File: src/rtl/adc_seq_pkg.sv
package adc_seq_pkg;

    typedef enum logic [2:0] {
        ST_IDLE,
        ST_LAUNCH,
        ST_WAIT,
        ST_SEND_HI,
        ST_SEND_LO
    } seq_state_t;

    localparam logic [1:0] REG_CTRL = 2'd0;
    localparam logic [1:0] REG_MUX  = 2'd1;
    localparam logic [1:0] REG_CLR  = 2'd2;

endpackage

File: src/rtl/adc_seq_cfg.sv
module adc_seq_cfg #(
    parameter int DATA_W = 16,
    parameter int MUX_W  = 8,
    localparam int WSEL_W = $clog2(DATA_W),
    localparam int CFG_W  = 8 + WSEL_W
) (
    input  logic              clk,
    input  logic              rst_n,
    input  logic              cfg_we,
    input  logic [1:0]        cfg_addr,
    input  logic [CFG_W-1:0]  cfg_wdata,
    output logic              timer_start,
    output logic              int_done,
    output logic [WSEL_W-1:0] width_m1,
    output logic              mux_load,
    output logic [MUX_W-1:0]  mux_load_val,
    output logic              ovr_clr
);
    import adc_seq_pkg::*;

    always_ff @(posedge clk or negedge rst_n) begin
        if (!rst_n) begin
            timer_start <= 1'b0;
            int_done    <= 1'b0;
            width_m1    <= WSEL_W'(DATA_W - 1);
        end else if (cfg_we && cfg_addr == REG_CTRL) begin
            timer_start <= cfg_wdata[0];
            int_done    <= cfg_wdata[1];
            width_m1    <= cfg_wdata[8 +: WSEL_W];
        end
    end

    always_comb begin
        mux_load     = cfg_we && (cfg_addr == REG_MUX);
        mux_load_val = cfg_wdata[MUX_W-1:0];
        ovr_clr      = cfg_we && (cfg_addr == REG_CLR);
    end

endmodule

File: src/rtl/adc_seq_mux.sv
module adc_seq_mux #(
    parameter int MUX_W = 8
) (
    input  logic             clk,
    input  logic             rst_n,
    input  logic             load,
    input  logic [MUX_W-1:0] load_val,
    input  logic             advance,
    output logic [MUX_W-1:0] addr
);

    always_ff @(posedge clk or negedge rst_n) begin
        if (!rst_n)
            addr <= '0;
        else if (load)
            addr <= load_val;
        else if (advance)
            addr <= addr + MUX_W'(1);
    end

endmodule

File: src/rtl/adc_seq_fsm.sv
module adc_seq_fsm #(
    parameter int DATA_W = 16,
    localparam int WSEL_W = $clog2(DATA_W)
) (
    input  logic              clk,
    input  logic              rst_n,
    input  logic              timer_start,
    input  logic              int_done,
    input  logic [WSEL_W-1:0] width_m1,
    input  logic              ovr_clr,
    input  logic              cmd_start,
    input  logic              tmr_tick,
    input  logic              adc_rdy,
    input  logic              int_trig,
    input  logic [DATA_W-1:0] adc_data,
    input  logic              out_ready,
    output logic              conv_start,
    output logic              adc_rd,
    output logic [7:0]        out_data,
    output logic              out_valid,
    output logic              overrun
);
    import adc_seq_pkg::*;

    seq_state_t        state, state_nx;
    logic              start_req, done_evt, narrow;
    logic [DATA_W-1:0] mask, sample;
    logic [15:0]       sample16;

    always_comb begin
        start_req = timer_start ? tmr_tick : cmd_start;
        done_evt  = int_done ? int_trig : adc_rdy;
        narrow    = (int'(width_m1) < 8);
        for (int i = 0; i < DATA_W; i++)
            mask[i] = (i <= int'(width_m1));
        sample16  = 16'(sample);
    end

    // state register
    always_ff @(posedge clk or negedge rst_n) begin
        if (!rst_n) state <= ST_IDLE;
        else        state <= state_nx;
    end

    // next state
    always_comb begin
        state_nx = state;
        unique case (state)
            ST_IDLE:    if (start_req) state_nx = ST_LAUNCH;
            ST_LAUNCH:  state_nx = ST_WAIT;
            ST_WAIT:    if (done_evt) state_nx = narrow ? ST_SEND_LO : ST_SEND_HI;
            ST_SEND_HI: if (out_ready) state_nx = ST_SEND_LO;
            ST_SEND_LO: if (out_ready) state_nx = ST_IDLE;
            default:    state_nx = ST_IDLE;
        endcase
    end

    // outputs
    always_comb begin
        conv_start = 1'b0;
        adc_rd     = 1'b0;
        out_valid  = 1'b0;
        out_data   = 8'h00;
        unique case (state)
            ST_IDLE:    ;
            ST_LAUNCH:  conv_start = 1'b1;
            ST_WAIT:    adc_rd = done_evt;
            ST_SEND_HI: begin out_valid = 1'b1; out_data = sample16[15:8]; end
            ST_SEND_LO: begin out_valid = 1'b1; out_data = sample16[7:0];  end
            default:    ;
        endcase
    end

    // sample capture and sticky overrun
    always_ff @(posedge clk or negedge rst_n) begin
        if (!rst_n) begin
            sample  <= '0;
            overrun <= 1'b0;
        end else begin
            if (state == ST_WAIT && done_evt)
                sample <= adc_data & mask;
            if (start_req && state != ST_IDLE)
                overrun <= 1'b1;
            else if (ovr_clr)
                overrun <= 1'b0;
        end
    end

endmodule

File: src/rtl/adc_seq.sv
module adc_seq #(
    parameter int DATA_W = 16,
    parameter int MUX_W  = 8,
    localparam int WSEL_W = $clog2(DATA_W),
    localparam int CFG_W  = 8 + WSEL_W
) (
    input  logic              clk,
    input  logic              rst_n,
    input  logic              cfg_we,
    input  logic [1:0]        cfg_addr,
    input  logic [CFG_W-1:0]  cfg_wdata,
    input  logic              cmd_start,
    input  logic              tmr_tick,
    input  logic              adc_rdy,
    input  logic              int_trig,
    input  logic [DATA_W-1:0] adc_data,
    output logic              conv_start,
    output logic              adc_rd,
    output logic [MUX_W-1:0]  mux_addr,
    output logic [7:0]        out_data,
    output logic              out_valid,
    input  logic              out_ready,
    output logic              overrun
);

    logic              timer_start, int_done, mux_load, ovr_clr;
    logic [WSEL_W-1:0] width_m1;
    logic [MUX_W-1:0]  mux_load_val;

    adc_seq_cfg #(.DATA_W(DATA_W), .MUX_W(MUX_W)) u_cfg (
        .clk(clk), .rst_n(rst_n), .cfg_we(cfg_we), .cfg_addr(cfg_addr),
        .cfg_wdata(cfg_wdata), .timer_start(timer_start), .int_done(int_done),
        .width_m1(width_m1), .mux_load(mux_load), .mux_load_val(mux_load_val),
        .ovr_clr(ovr_clr)
    );

    adc_seq_mux #(.MUX_W(MUX_W)) u_mux (
        .clk(clk), .rst_n(rst_n), .load(mux_load), .load_val(mux_load_val),
        .advance(adc_rd), .addr(mux_addr)
    );

    adc_seq_fsm #(.DATA_W(DATA_W)) u_fsm (
        .clk(clk), .rst_n(rst_n), .timer_start(timer_start), .int_done(int_done),
        .width_m1(width_m1), .ovr_clr(ovr_clr), .cmd_start(cmd_start),
        .tmr_tick(tmr_tick), .adc_rdy(adc_rdy), .int_trig(int_trig),
        .adc_data(adc_data), .out_ready(out_ready), .conv_start(conv_start),
        .adc_rd(adc_rd), .out_data(out_data), .out_valid(out_valid),
        .overrun(overrun)
    );

endmodule

File: config.mk
export PLATFORM = sky130hd
export DESIGN_NAME = adc_seq
export DESIGN_NICKNAME = d
export VERILOG_FILES = /design/src/rtl/adc_seq_pkg.sv /design/src/rtl/adc_seq_cfg.sv /design/src/rtl/adc_seq_mux.sv /design/src/rtl/adc_seq_fsm.sv /design/src/rtl/adc_seq.sv
export SDC_FILE = /design/constraint.sdc
export NUM_CORES = 1
export LEC_CHECK = 0
export ABC_AREA = 1
export CORE_ASPECT_RATIO = 0.7
export CORE_MARGIN = 2
export CORE_UTILIZATION = 60
export CTS_CLUSTER_DIAMETER = 80
export DETAILED_ROUTE_END_ITERATION = 7
export DONT_BUFFER_PORTS = 1
export PLACE_DENSITY = 0.81
export RECOVER_POWER = 25
export SLEW_MARGIN = 0
export SYNTH_ARGS = -nofsm -noshare
export SYNTH_HDL_FRONTEND = slang
export SYNTH_SLANG_ARGS = --single-unit
export TNS_END_PERCENT = 30
File: constraint.sdc
create_clock -name clk -period 2.1 [get_ports clk]
set_clock_uncertainty 0.2 [all_clocks]
set_input_delay 0.21 -clock clk [delete_from_list [all_inputs] [get_ports clk]]
set_output_delay 0.21 -clock clk [all_outputs]
set_load 0.02 [all_outputs]
-- Yosys cells after proc, flatten, opt, wreduce, memory -nomap -nowiden
Cells that the tools add are included.
- input bits: 38
- memories: 0
- bits in registers: 34
- latch bits: 0
- ROM bits: 0
- bits in writable memories: 0
- word-level logic and storage cells: 63
- shifts and indexed selects: 0
- add/subtract/negate cells: 1
- reductions and logical operators: 12
- multiply operators: 0
- divide/modulo/power cells: 0
- bitwise logic cells: 1
- order comparisons: 16
- muxes and demuxes: 16
- eq/ne operators: 10
- operators with widths (operator ; count):
    less-or-equal comparator 4 bit (first input constant) ; 8
    bitwise AND 16 bit ; 1
    less-or-equal comparator 3 x 4 -> 1 bit (first input constant) ; 4
    2-to-1 mux 8 bit ; 2
    one-hot mux 8 bit (2 select lines) ; 1
    2-to-1 mux 3 bit ; 5
    one-hot mux 3 bit (5 select lines) ; 1
    adder 8 x 1 -> 8 bit (second input constant) ; 1
    less-or-equal comparator 2 x 4 -> 1 bit (first input constant) ; 2
    2-to-1 mux 1 bit ; 7
    == test 3 x 2 -> 1 bit (second input constant) ; 2
    logical AND 1 bit ; 5
    less-or-equal comparator 1 x 4 -> 1 bit (first input constant) ; 1
    < comparator 4 bit (second input constant) ; 1
    inequality test 2 x 1 -> 1 bit (second input constant) ; 2
    inequality test 2 bit (second input constant) ; 2
    AND reduction 4 bit ; 1
    nonzero test 2 bit ; 2
    == test 3 x 1 -> 1 bit (second input constant) ; 1
    == test 3 bit (second input constant) ; 1
    logical NOT 3 bit ; 1
    nonzero test 3 bit ; 1
    == test 2 x 1 -> 1 bit (second input constant) ; 1
    == test 2 bit (second input constant) ; 1
    other kinds (2) ; 2

-- Logic depth before layout (Yosys ltp)
- depth after elaboration: 4
- depth in mapped cells: 8
- gate-level depth less buffers: 8

-- Hierarchy
Synthesis repeated with hierarchy kept, for this count alone.
- cells, all modules: 259
- area total of the unflattened synthesis: 1995.7 µm²
- modules (own cells, without submodules) (module ; area each (µm²) ; times used ; sequential area each (µm²) ; cells each):
    adc_seq_fsm ; 1163.6 ; 1 ; 500.5 ; 158
    adc_seq_mux ; 499.2 ; 1 ; 200.2 ; 62
    adc_seq_cfg ; 332.8 ; 1 ; 155.1 ; 39

-- Least setup slack after synthesis
Ideal clock, no wire load.
- path kind: register to output
- from: reg u_fsm.state[2]
- to: out out_data[0]
- data arrival time: 1185 ps
- path buffers: 0
- slack: 505 ps
- cell stages (with the launch flop): 4
- cells stage by stage: dfrtp_1 > inv_4 > nand3_2 > o21ai_0
- cells in the longest elaborated chain, start to end: 2
- RTL lines (what ; line ; text):
    start, declared ; adc_seq_fsm.sv:25 ; seq_state_t state, state_nx;
    start signal, assigned ; adc_seq_fsm.sv:42 ; else state <= state_nx;
    == test 3 bit or == test 3 x 2 -> 1 bit (tied branches) ; adc_seq_fsm.sv:64 ; unique case (state)
    one-hot mux 8 bit (2 select lines) (*) ; adc_seq_fsm.sv:64 ;
    end, declared ; adc_seq.sv:20 ; output logic [7:0] out_data,
Mark *: on every way between the ends. The rest lies on a longest branch, timed or not.

-- Final worst setup path
- from: reg u_fsm.state[1]
- to: out out_data[3]
The elaborated chain is that of the path after synthesis.

==> results by group <==
Outcome
  • Status: complete, no violations

Drt
  • Final WL: 5510 µm
  • Drt via density: 5.61
  • DR pass1 iterations: 5
  • Via count: 1917
  • Initial DRC count: 136
  • Routed len/inst: 16.1 µm
  • Residual DRC count: 0
  • Detail Route Antenna Nets: 0

Yosys
  • Mean Syn Cell Area: 8.06 µm²
  • Synthesized area: 2070 µm²
  • Sequential area share after synthesis: 41.3%
  • Prevailing post-synth register cell: dfrtp_1
  • FFs w/ async S/R, synth: 100%
  • Warnings, synthesis: 0
  • Area leader, netlist: dfrtp_1
  • Gate Count Post-Synth: 257
  • Post-synth EDFFs: 0
  • Synth top area share: 36.3%
  • Area contributors post-synth: dfrtp_1 (36%), nand2_1 (11%), inv_1 (6.5%), nand3_2 (5.3%), dfstp_2 (5.1%)
  • Unique masters post-synth: 30
  • Syn nets: 296
  • Post-synthesis register bit count: 34

Finish
  • Antenna cell count: 0
  • Most frequent cells in the layout: nand2_1 (60), inv_1 (36), dlygate4sd3_1 (32)
  • FILL cells: 210
  • Most common cell after layout, fill and taps aside: nand2_1
  • Fin nets: 333
  • Multi-input logic area: 1000 µm²
  • Layout area overhead: 23.0%
  • Final core occ: 79.3%
  • Share of layout cells above drive strength 1: 20.0%
  • Storage element area: 857 µm²

Setup path
  • Reg2Reg Depth: 8
  • Crit-path max FO: 9
  • Crit-path cells: nor2_2, nand2_2, o22ai_1
  • Worst EP required: 1.69 ns
  • Crit path to: out_data[3]
  • CP endpoint kind: output pin
  • Crit path kind: register to output pin
  • Worst R2R End: u_mux.addr[6]
  • Worst path max stage delay: 0.49 ns
  • Reg2Reg Launch Point: u_mux.addr[0]
  • CP Launch Type: register
  • Slowest stage cell, crit path: dfrtp_2
  • FF-to-FF setup slack: 0.36 ns
  • CP Launch Point: u_fsm.state[1]
  • Data arrival time of the critical path: 1.63 ns

Place
  • Port Buffers: 0
  • GP Congestion: 0.825
  • Hpwl dp: 3290 µm

STA
  • Period utilization: 97.4%
  • Fmax: 0.489 GHz
  • RSZ-0062 raised after global routing: no
  • Sum Neg Setup Slack: 0 ns
  • Max-slew violations: 0
  • Final worst path period need: 2.04 ns
  • Max_slew headroom: 45.2%
  • Final setup fails: 0
  • Worst slew pin tran: 0.821 ns
  • Final Hold Fails: 0

Clocking
  • Post-CTS setup buffer count: 0
  • Root Driver: clkbuf_8
  • Clock buffer depth: 2
  • Worst-path clk slew: 0.07 ns
  • Skew-Pair Late Insertion Delay: 0.29 ns
  • H-tree levels: 2
  • CTS buffer count: 5
  • Number of clock sinks: 34
  • CTS tree: yes

GRT
  • Number of global-route vias before repair: 1783
  • First-pass GRT wire length: 8450 µm
  • Largest net degree at the start of global routing: 35
  • GRT Total Usage: 29.7%
  • Grt ovf: 0
  • Initial antenna violation count: 0

Power and ir drop
  • Peak supply drop: 794 µV
  • PwrDens: 1240 nW/µm²
  • Pleak: 1.21 nW

Die
  • Row count: 17
  • Die ar.: 3940 µm²
  • Die H: 53.2 µm
  • Initial Util: 64.5%
  • Die width: 74.2 µm
  • Num ports: 58
  • Core Box Area: 3210 µm²

Worst hold path
  • Worst Hold Class: input pin to register

Run
  • Max-cap viol count: 0
cell type report:
class                      instances  share of cell area, %
multi-input combinational        176                   39.3
sequential                        34                   33.6
timing repair buffer              37                   14.4
inverter                          40                   6.09
clock buffer                       7                   3.00
tap                               47                   2.31
clock inverter                     1                   1.18
logic make-up (layout without fill, tap and decap cells):
logic type | after synthesis | in the layout | share of synthesized area [%]
compound gates | 43 | 43 | 13.1
fa+ha+maj | 1 | 1 | 0.604
buf+inv | 47 | 85 | 10.9
flops | 34 | 34 | 41.3
mux | 1 | 1 | 0.544
simple gates | 131 | 131 | 33.5
sequential cells by signal, indices dropped and copies added, names as in the netlist:
| signal | count |
|---|---|
| u_fsm.state | 3 |
| u_cfg.timer_start | 1 |
| u_fsm.overrun | 1 |
| u_mux.addr | 8 |
| u_cfg.int_done | 1 |
| u_fsm.sample | 16 |
| u_cfg.width_m1 | 4 |
repair_timing:
| action | 4_1_cts | 5_1_grt |
|---|---|---|
| endpoints found under the setup margin | 0 | 6 |
| hold endpoints to repair | 67 | 0 |
| gates resized for setup | 0 | 3 |
| hold buffers | 33 | 0 |
critical path, delay by kind of cell (launching register included):
family | cells | cell delay [ns]
flip-flops | 1 | 0.49
AND/OR/NAND/NOR | 2 | 0.41
AO/OA/AOI/OAI | 1 | 0.44
power breakdown:
part / internal (mW) / switching [mW]
Sequential: 0.925 / 0.336
Combinational: 0.463 / 0.832
Clock: 0.355 / 0.238
worst min path at each step:
stage / endpoint / start / cells after the start
global route: u_fsm.overrun / cfg_addr[0] / 3
CTS: u_fsm.overrun / cfg_addr[0] / 3
floorplan: u_cfg.int_done / rst_n / 0
global placement: u_fsm.sample[12] / rst_n / 0
detailed placement: u_fsm.sample[12] / rst_n / 0
finish: u_fsm.overrun / tmr_tick / 3
Yosys cell counts, types with 2 or more instances:
library cell / number
nand2_1: 60
inv_1: 36
dfrtp_1: 30
nand3_1: 21
nor2_1: 19
a21oi_1: 11
nand3_2: 11
o21ai_0: 10
o21ai_2: 10
o22ai_1: 7
dfstp_2: 4
nand2_4: 4
nand4_1: 4
buf_6: 3
nand2_2: 3
or2_2: 3
buf_2: 2
inv_2: 2
inv_4: 2
nand4_2: 2
nor2_2: 2
o211ai_1: 2
o21ai_1: 2
layer usage:
layer | global-route usage, % | wire, µm | up-vias
li1 | - | - | 909
met1 | 38.3 | 2390 | 924
met2 | 48.2 | 2660 | 74
met3 | 8.57 | 388 | 10
met4 | 10.1 | 71 | 0
met5 | 0 | 0 | -
through the flow:
stage	power [mW]	hold slack (ns)	setup WS (ns)	instance area, µm²	cells
5_1_grt	3.35	0.0159	0.0170	2550	342
6_report	3.15	0.00614	0.0552	2550	342
2_1_floorplan	2.21	-0.286	0.505	2070	257
4_1_cts	3.06	0.00649	0.102	2550	342
3_3_place_gp	2.37	-0.285	0.436	2100	301
3_5_place_dp	2.42	-0.285	0.408	2100	301
(Power assumes the default switching activity.)
